--- src/rtl/movavg_pkg.sv ---
package movavg_pkg;
  // Strobes from the control section to the datapath
  typedef struct packed {
    logic advance;  // accept a sample this cycle
    logic clear;    // synchronous clear of all state
  } mavgStrobe_t;
endpackage

--- src/rtl/movavg_ctrl.sv ---
module movavg_ctrl
  import movavg_pkg::*;
(
  input  logic        clk,
  input  logic        rst,
  input  logic        inValid,
  output mavgStrobe_t strobe,
  output logic        outValid
);
  always_comb begin
    strobe.clear   = rst;
    strobe.advance = inValid & ~rst;
  end

  always_ff @(posedge clk) begin
    if (rst) outValid <= 1'b0;
    else     outValid <= inValid;
  end

  // a result follows each accepted sample, and only those
  assert_valid_follows_R2: assert property (@(posedge clk) disable iff (rst)
    inValid |=> outValid);
  assert_no_spurious_valid_R2: assert property (@(posedge clk) disable iff (rst)
    !inValid |=> !outValid);
  // reset leaves no result pending
  assert_reset_quiet_R1: assert property (@(posedge clk)
    $past(rst) |-> !outValid);
endmodule

--- src/rtl/movavg_datapath.sv ---
module movavg_datapath
  import movavg_pkg::*;
#(
  parameter int SAMPLE_W    = 24,
  parameter int GUARD_W     = 4,
  parameter int WINDOW      = 16,
  parameter bit UPPER_SLICE = 1'b1
)(
  input  logic                clk,
  input  logic                rst,
  input  mavgStrobe_t         strobe,
  input  logic [SAMPLE_W-1:0] inSample,
  output logic [SAMPLE_W-1:0] outSample
);
  localparam int ACC_W = SAMPLE_W + GUARD_W;
  localparam int PTR_W = (WINDOW > 1) ? $clog2(WINDOW) : 1;
  localparam logic [PTR_W-1:0] LAST_SLOT = PTR_W'(WINDOW - 1);

  logic [ACC_W-1:0]    integ;
  logic [ACC_W-1:0]    history [WINDOW];
  logic [PTR_W-1:0]    slotPtr;
  logic [ACC_W-1:0]    widened;
  logic [ACC_W-1:0]    integNext;
  logic [ACC_W-1:0]    combDiff;
  logic [SAMPLE_W-1:0] sliceVal;

  // sample placed above the zero guard bits
  assign widened   = {inSample, {GUARD_W{1'b0}}};
  // both stages wrap modulo 2^ACC_W
  assign integNext = integ + widened;
  assign combDiff  = integNext - history[slotPtr];

  generate
    if (UPPER_SLICE) begin : g_upper
      assign sliceVal = combDiff[ACC_W-1:GUARD_W];
    end else begin : g_lower
      assign sliceVal = combDiff[SAMPLE_W-1:0];
    end
  endgenerate

  always_ff @(posedge clk) begin
    if (strobe.clear) begin
      integ     <= '0;
      slotPtr   <= '0;
      outSample <= '0;
      for (int i = 0; i < WINDOW; i++) history[i] <= '0;
    end else if (strobe.advance) begin
      integ            <= integNext;
      history[slotPtr] <= integNext;
      outSample        <= sliceVal;
      slotPtr          <= (slotPtr == LAST_SLOT) ? '0 : slotPtr + 1'b1;
    end
  end

  // idle cycles leave the state alone
  assert_hold_idle_R3: assert property (@(posedge clk) disable iff (rst)
    !strobe.advance && !strobe.clear |=> $stable(integ) && $stable(outSample) && $stable(slotPtr));
  // the accumulator grows by sixteen times the accepted sample
  assert_integ_step_R4: assert property (@(posedge clk) disable iff (rst)
    strobe.advance |=> integ == $past(integ) + ACC_W'({$past(inSample), {GUARD_W{1'b0}}}));
  // history pointer never leaves the window
  assert_ptr_range_R6: assert property (@(posedge clk) disable iff (rst)
    slotPtr <= LAST_SLOT);
  // reset clears the output and accumulator
  assert_reset_clear_R1: assert property (@(posedge clk)
    $past(rst) |-> outSample == '0 && integ == '0);
endmodule

--- src/rtl/movavg_filter.sv ---
module movavg_filter
  import movavg_pkg::*;
#(
  parameter int SAMPLE_W    = 24,
  parameter int GUARD_W     = 4,
  parameter int WINDOW      = 16,
  parameter bit UPPER_SLICE = 1'b1
)(
  input  logic                clk,
  input  logic                rst,
  input  logic                inValid,
  input  logic [SAMPLE_W-1:0] inSample,
  output logic                outValid,
  output logic [SAMPLE_W-1:0] outSample
);
  mavgStrobe_t strobe;

  movavg_ctrl u_ctrl (
    .clk      (clk),
    .rst      (rst),
    .inValid  (inValid),
    .strobe   (strobe),
    .outValid (outValid)
  );

  movavg_datapath #(
    .SAMPLE_W    (SAMPLE_W),
    .GUARD_W     (GUARD_W),
    .WINDOW      (WINDOW),
    .UPPER_SLICE (UPPER_SLICE)
  ) u_dp (
    .clk       (clk),
    .rst       (rst),
    .strobe    (strobe),
    .inSample  (inSample),
    .outSample (outSample)
  );
endmodule

--- config.mk ---
export PLATFORM = sky130hd
export DESIGN_NAME = movavg_filter
export DESIGN_NICKNAME = d
export VERILOG_FILES = /design/src/rtl/movavg_pkg.sv /design/src/rtl/movavg_ctrl.sv /design/src/rtl/movavg_datapath.sv /design/src/rtl/movavg_filter.sv
export SDC_FILE = /design/constraint.sdc
export NUM_CORES = 1
export LEC_CHECK = 0
export BUFFER_PORTS_ARGS = -buffer_cell sky130_fd_sc_hd__clkbuf_2
export CELL_PAD_IN_SITES_DETAIL_PLACEMENT = 0
export CELL_PAD_IN_SITES_GLOBAL_PLACEMENT = 1
export CORE_UTILIZATION = 45
export CTS_BUF_LIST = sky130_fd_sc_hd__clkbuf_4 sky130_fd_sc_hd__clkbuf_8
export CTS_CLUSTER_DIAMETER = 100
export CTS_CLUSTER_SIZE = 24
export DETAILED_ROUTE_END_ITERATION = 6
export PLACE_DENSITY = 0.77
export SETUP_SLACK_MARGIN = 0.02
export SLEW_MARGIN = 20
export SYNTH_ARGS = -nofsm -noshare
export SYNTH_HDL_FRONTEND = slang
export SYNTH_SLANG_ARGS = --single-unit
--- constraint.sdc ---
create_clock -name clk -period 16 [get_ports clk]
set_input_delay 3.2 -clock clk [delete_from_list [all_inputs] [get_ports clk]]
set_output_delay 3.2 -clock clk [all_outputs]
set_load 0.005 [all_outputs]
==> summary.txt <==
STA
  – Clock Skew: 21.28 ps
  – Period utilization: 0.4655
  – RSZ-0062 raised after global routing: no
  – Slew Limit Fails: 0
  – Final Setup Violations: 0
  – Fin. Hold Viols: 0
  – Fmax: 134.3 MHz
  – Tmin final: 7448 ps
  – Max transition margin: 0.3175
  – Actual slew at the worst max-slew pin: 1023 ps
  – Setup Total Neg Slack: 0 ps

Logic synthesis
  – Mapped Area: 20,830 um^2
  – Area leader, netlist: edfxtp_1
  – Post-Synthesis Cells: 1,614
  – Share of the synthesized area in the top cell type: 0.5535
  – Share of flip-flops with an asynchronous set or reset: 0
  – Synthesized net count: 1,687
  – Post-synth EDFFs: 384
  – Sequential area share after synthesis: 0.6083
  – Synth Register Bits: 441
  – Top cells by area, synth: edfxtp_1, mux4_2, nor2_1
  – Most common cell in the netlist: nor2_1
  – Ys flop type: edfxtp_1
  – Commonest cells in the netlist: nor2_1, edfxtp_1, mux4_2, clkbuf_1, a21oi_1
  – Warnings from Yosys: 0
  – Synth unique cells: 70
  – Synthesized area per cell: 12.91 um^2

Worst setup path
  – Reg2reg path depth: 17
  – Worst EP required: 16,520 ps
  – Slowest stage delay, CP: 620 ps
  – Largest fanout on the critical path: 18
  – RR Endpoint: u_dp.outSample[22]
  – CP Cell Sequence: clkbuf_2 -> ha_1 -> inv_1 -> fa_1 -> nor2b_1 -> o2111ai_1 -> nand2_1 -> xnor2_1 -> buf_4 -> inv_1 -> ha_1 -> a2111o_1 -> o2111ai_1 -> a21boi_0 -> o32ai_1 -> o21ai_1 -> o41ai_2 -> maj3_2 -> maj3_2 -> o21ai_2 -> or4b_1 -> o311ai_1
  – Crit path buffers/inverters: 4
  – Critical path class: input port to flip-flop
  – Worst path slowest cell: o41ai_2
  – Critical Path Source Type: input port
  – CP top delay family: compound AO/OA/AOI/OAI gates
  – CP Capture Type: flip-flop
  – Arrival @ worst endpoint: 7970 ps
  – R2R Setup Slk: 9940 ps

Route
  – Post-DR vias/cell: 6.026
  – Antenna viol nets, final: 0
  – # DRC: 0
  – Wire per inst: 25.79 um
  – Total Routed Length: 58,060 um
  – Routed vias: 13.56k
  – DR pass1 iterations: 5
  – First DRT Iteration DRCs: 1,751

Pwr
  – Pint: 1.751 mW
  – Max rail drop VDD: 0.05887 mV
  – Power Density: 115.6 nW/um^2
  – Leak: 8.223 nW
  – Register share of total power: 0.523
  – Psw: 828.0 uW
  – Switching Share: 0.3211
  – Power share of the combinational group: 0.275
  – Share of total power in the clock network: 0.201

Clock tree
  – CTS Buf Count: 22
  – Clk_lat worst skew: 640 ps
  – CTS max path bufs: 3
  – Clock Sinks: 441
  – CTS tree: done
  – Hold buffer count at cts: 0
  – Post-cts sizing count: 0
  – Clk pin slew, worst setup/hold paths: 150 ps
  – Clk Tree Root Cell: clkbuf_8
  – Post-CTS Repair Setup Buffers: 0
  – H-tree levels: 1

Die
  – Die Ht: 217.2 um
  – DIE AREA: 47,160 um^2
  – Row count: 78
  – Die width: 217.2 um
  – Area of the core region: 45,480 um^2
  – # IOs: 52
  – Starting Density: 0.4581

Layout
  – # diodes: 0
  – Final net count: 1,709
  – Final Util: 0.4906
  – Share of layout cells above drive strength 1: 0.1714
  – Syn-to-layout area delta: 7.093%

Placement
  – RePlAce Congestion: 0.8336
  – # port buffers: 51
  – Hpwl dp: 35,450 um

Hold path
  – Hold WC Path Type: flip-flop to flip-flop
  – Hold Startpoint: u_dp.outSample[10]
  – Worst Hold End: u_dp.outSample[10]
  – WHS Path Cells: 2

Run
  – # Max-Cap Violations: 0

GRT
  – Initial antenna violation count: 0
  – Total Routing Usage GR: 0.2487
  – First-pass GRT wire length: 84,990 um
  – Vias in the first global route: 13.25k
  – GRT overflow: 0
  – Largest net degree at the start of global routing: 51

Outcome
  – Status: completed
-- cells in the final DEF, fill, tap and decap left out, drive strengths merged, types with 35 or more instances in the layout --
cell      n
edfxtp  384
buf      60
a21oi    60
ha       44
inv      55
nand2    35
clkbuf   88
dfxtp    57
mux4    117
nor2    470
-- power groups by stage --
stage | Sequential [mW] | Combinational (mW) | Clock, mW
after floorplan | 1.36 | 0.481 | 0
after global placement | 1.37 | 0.698 | 0
after detailed placement | 1.38 | 0.704 | 0
after CTS | 1.35 | 0.707 | 0.529
after global routing | 1.36 | 0.771 | 0.567
final | 1.35 | 0.710 | 0.519
-- layer usage --
| metal | up-vias | global-route usage | wire, um |
|---|---|---|---|
| li1 | 5917 | - | - |
| met1 | 6844 | 0.3432 | 23180 |
| met2 | 673 | 0.4130 | 27720 |
| met3 | 130 | 0.03131 | 5303 |
| met4 | 0 | 0.07324 | 1867 |
| met5 | - | 0 | 0 |
-- worst max-delay path by stage --
stage	depth (start not counted)	start	slack [ps]	endpoint
6_report	22	inSample[0]	8550	u_dp.outSample[19]
3_5_place_dp	22	inSample[0]	8010	u_dp.outSample[19]
3_3_place_gp	22	inSample[0]	8050	u_dp.outSample[19]
5_1_grt	22	inSample[0]	8300	u_dp.outSample[19]
4_1_cts	22	inSample[0]	8690	u_dp.outSample[19]
2_1_floorplan	21	inSample[0]	8450	u_dp.outSample[19]
-- logic make-up after synthesis --
family | after synthesis | share of synthesized area
xor+xnor | 45 | 0.02030
fa+ha+maj | 50 | 0.03039
simple gates | 603 | 0.1192
buf+inv | 168 | 0.03171
compound gates | 180 | 0.05808
flops | 441 | 0.6083
mux | 127 | 0.1321
-- worst min-delay path, stage by stage (launching register included) --
cell	delay [ps]
dfxtp_1	340
nand2_1	50
a21oi_1	50
-- through the flow --
stage | cell area (um^2) | total power, mW | setup WS [ps] | cells | hold slack, ps
2_1_floorplan | 20830 | 1.845 | 8448 | 1614 | 448.2
3_3_place_gp | 21860 | 2.072 | 8046 | 2212 | 445.2
3_5_place_dp | 21870 | 2.081 | 8014 | 2212 | 453.3
4_1_cts | 22310 | 2.587 | 8687 | 2251 | 472.0
5_1_grt | 22310 | 2.696 | 8301 | 2251 | 503.1
6_report | 22310 | 2.579 | 8552 | 2251 | 469.6
-- flip-flops by register name (all words and copies together) (netlist names), named ones only --
| signal | count |
|---|---|
| u_dp.outSample | 24 |
| u_dp.integ | 24 |
| u_dp.history | 384 |
| u_ctrl.outValid | 1 |
| u_dp.slotPtr | 4 |
-- layout make-up --
class	instances	area [um^2]
tap	600	750.7
sequential	441	12680
fill	3956	23170
inverter	55	206.4
clock inverter	2	16.27
timing repair buffer	111	705.7
clock buffer	37	427.9
multi-input combinational	1005	7523
Note: power is estimated with default switching activity, not from simulation.
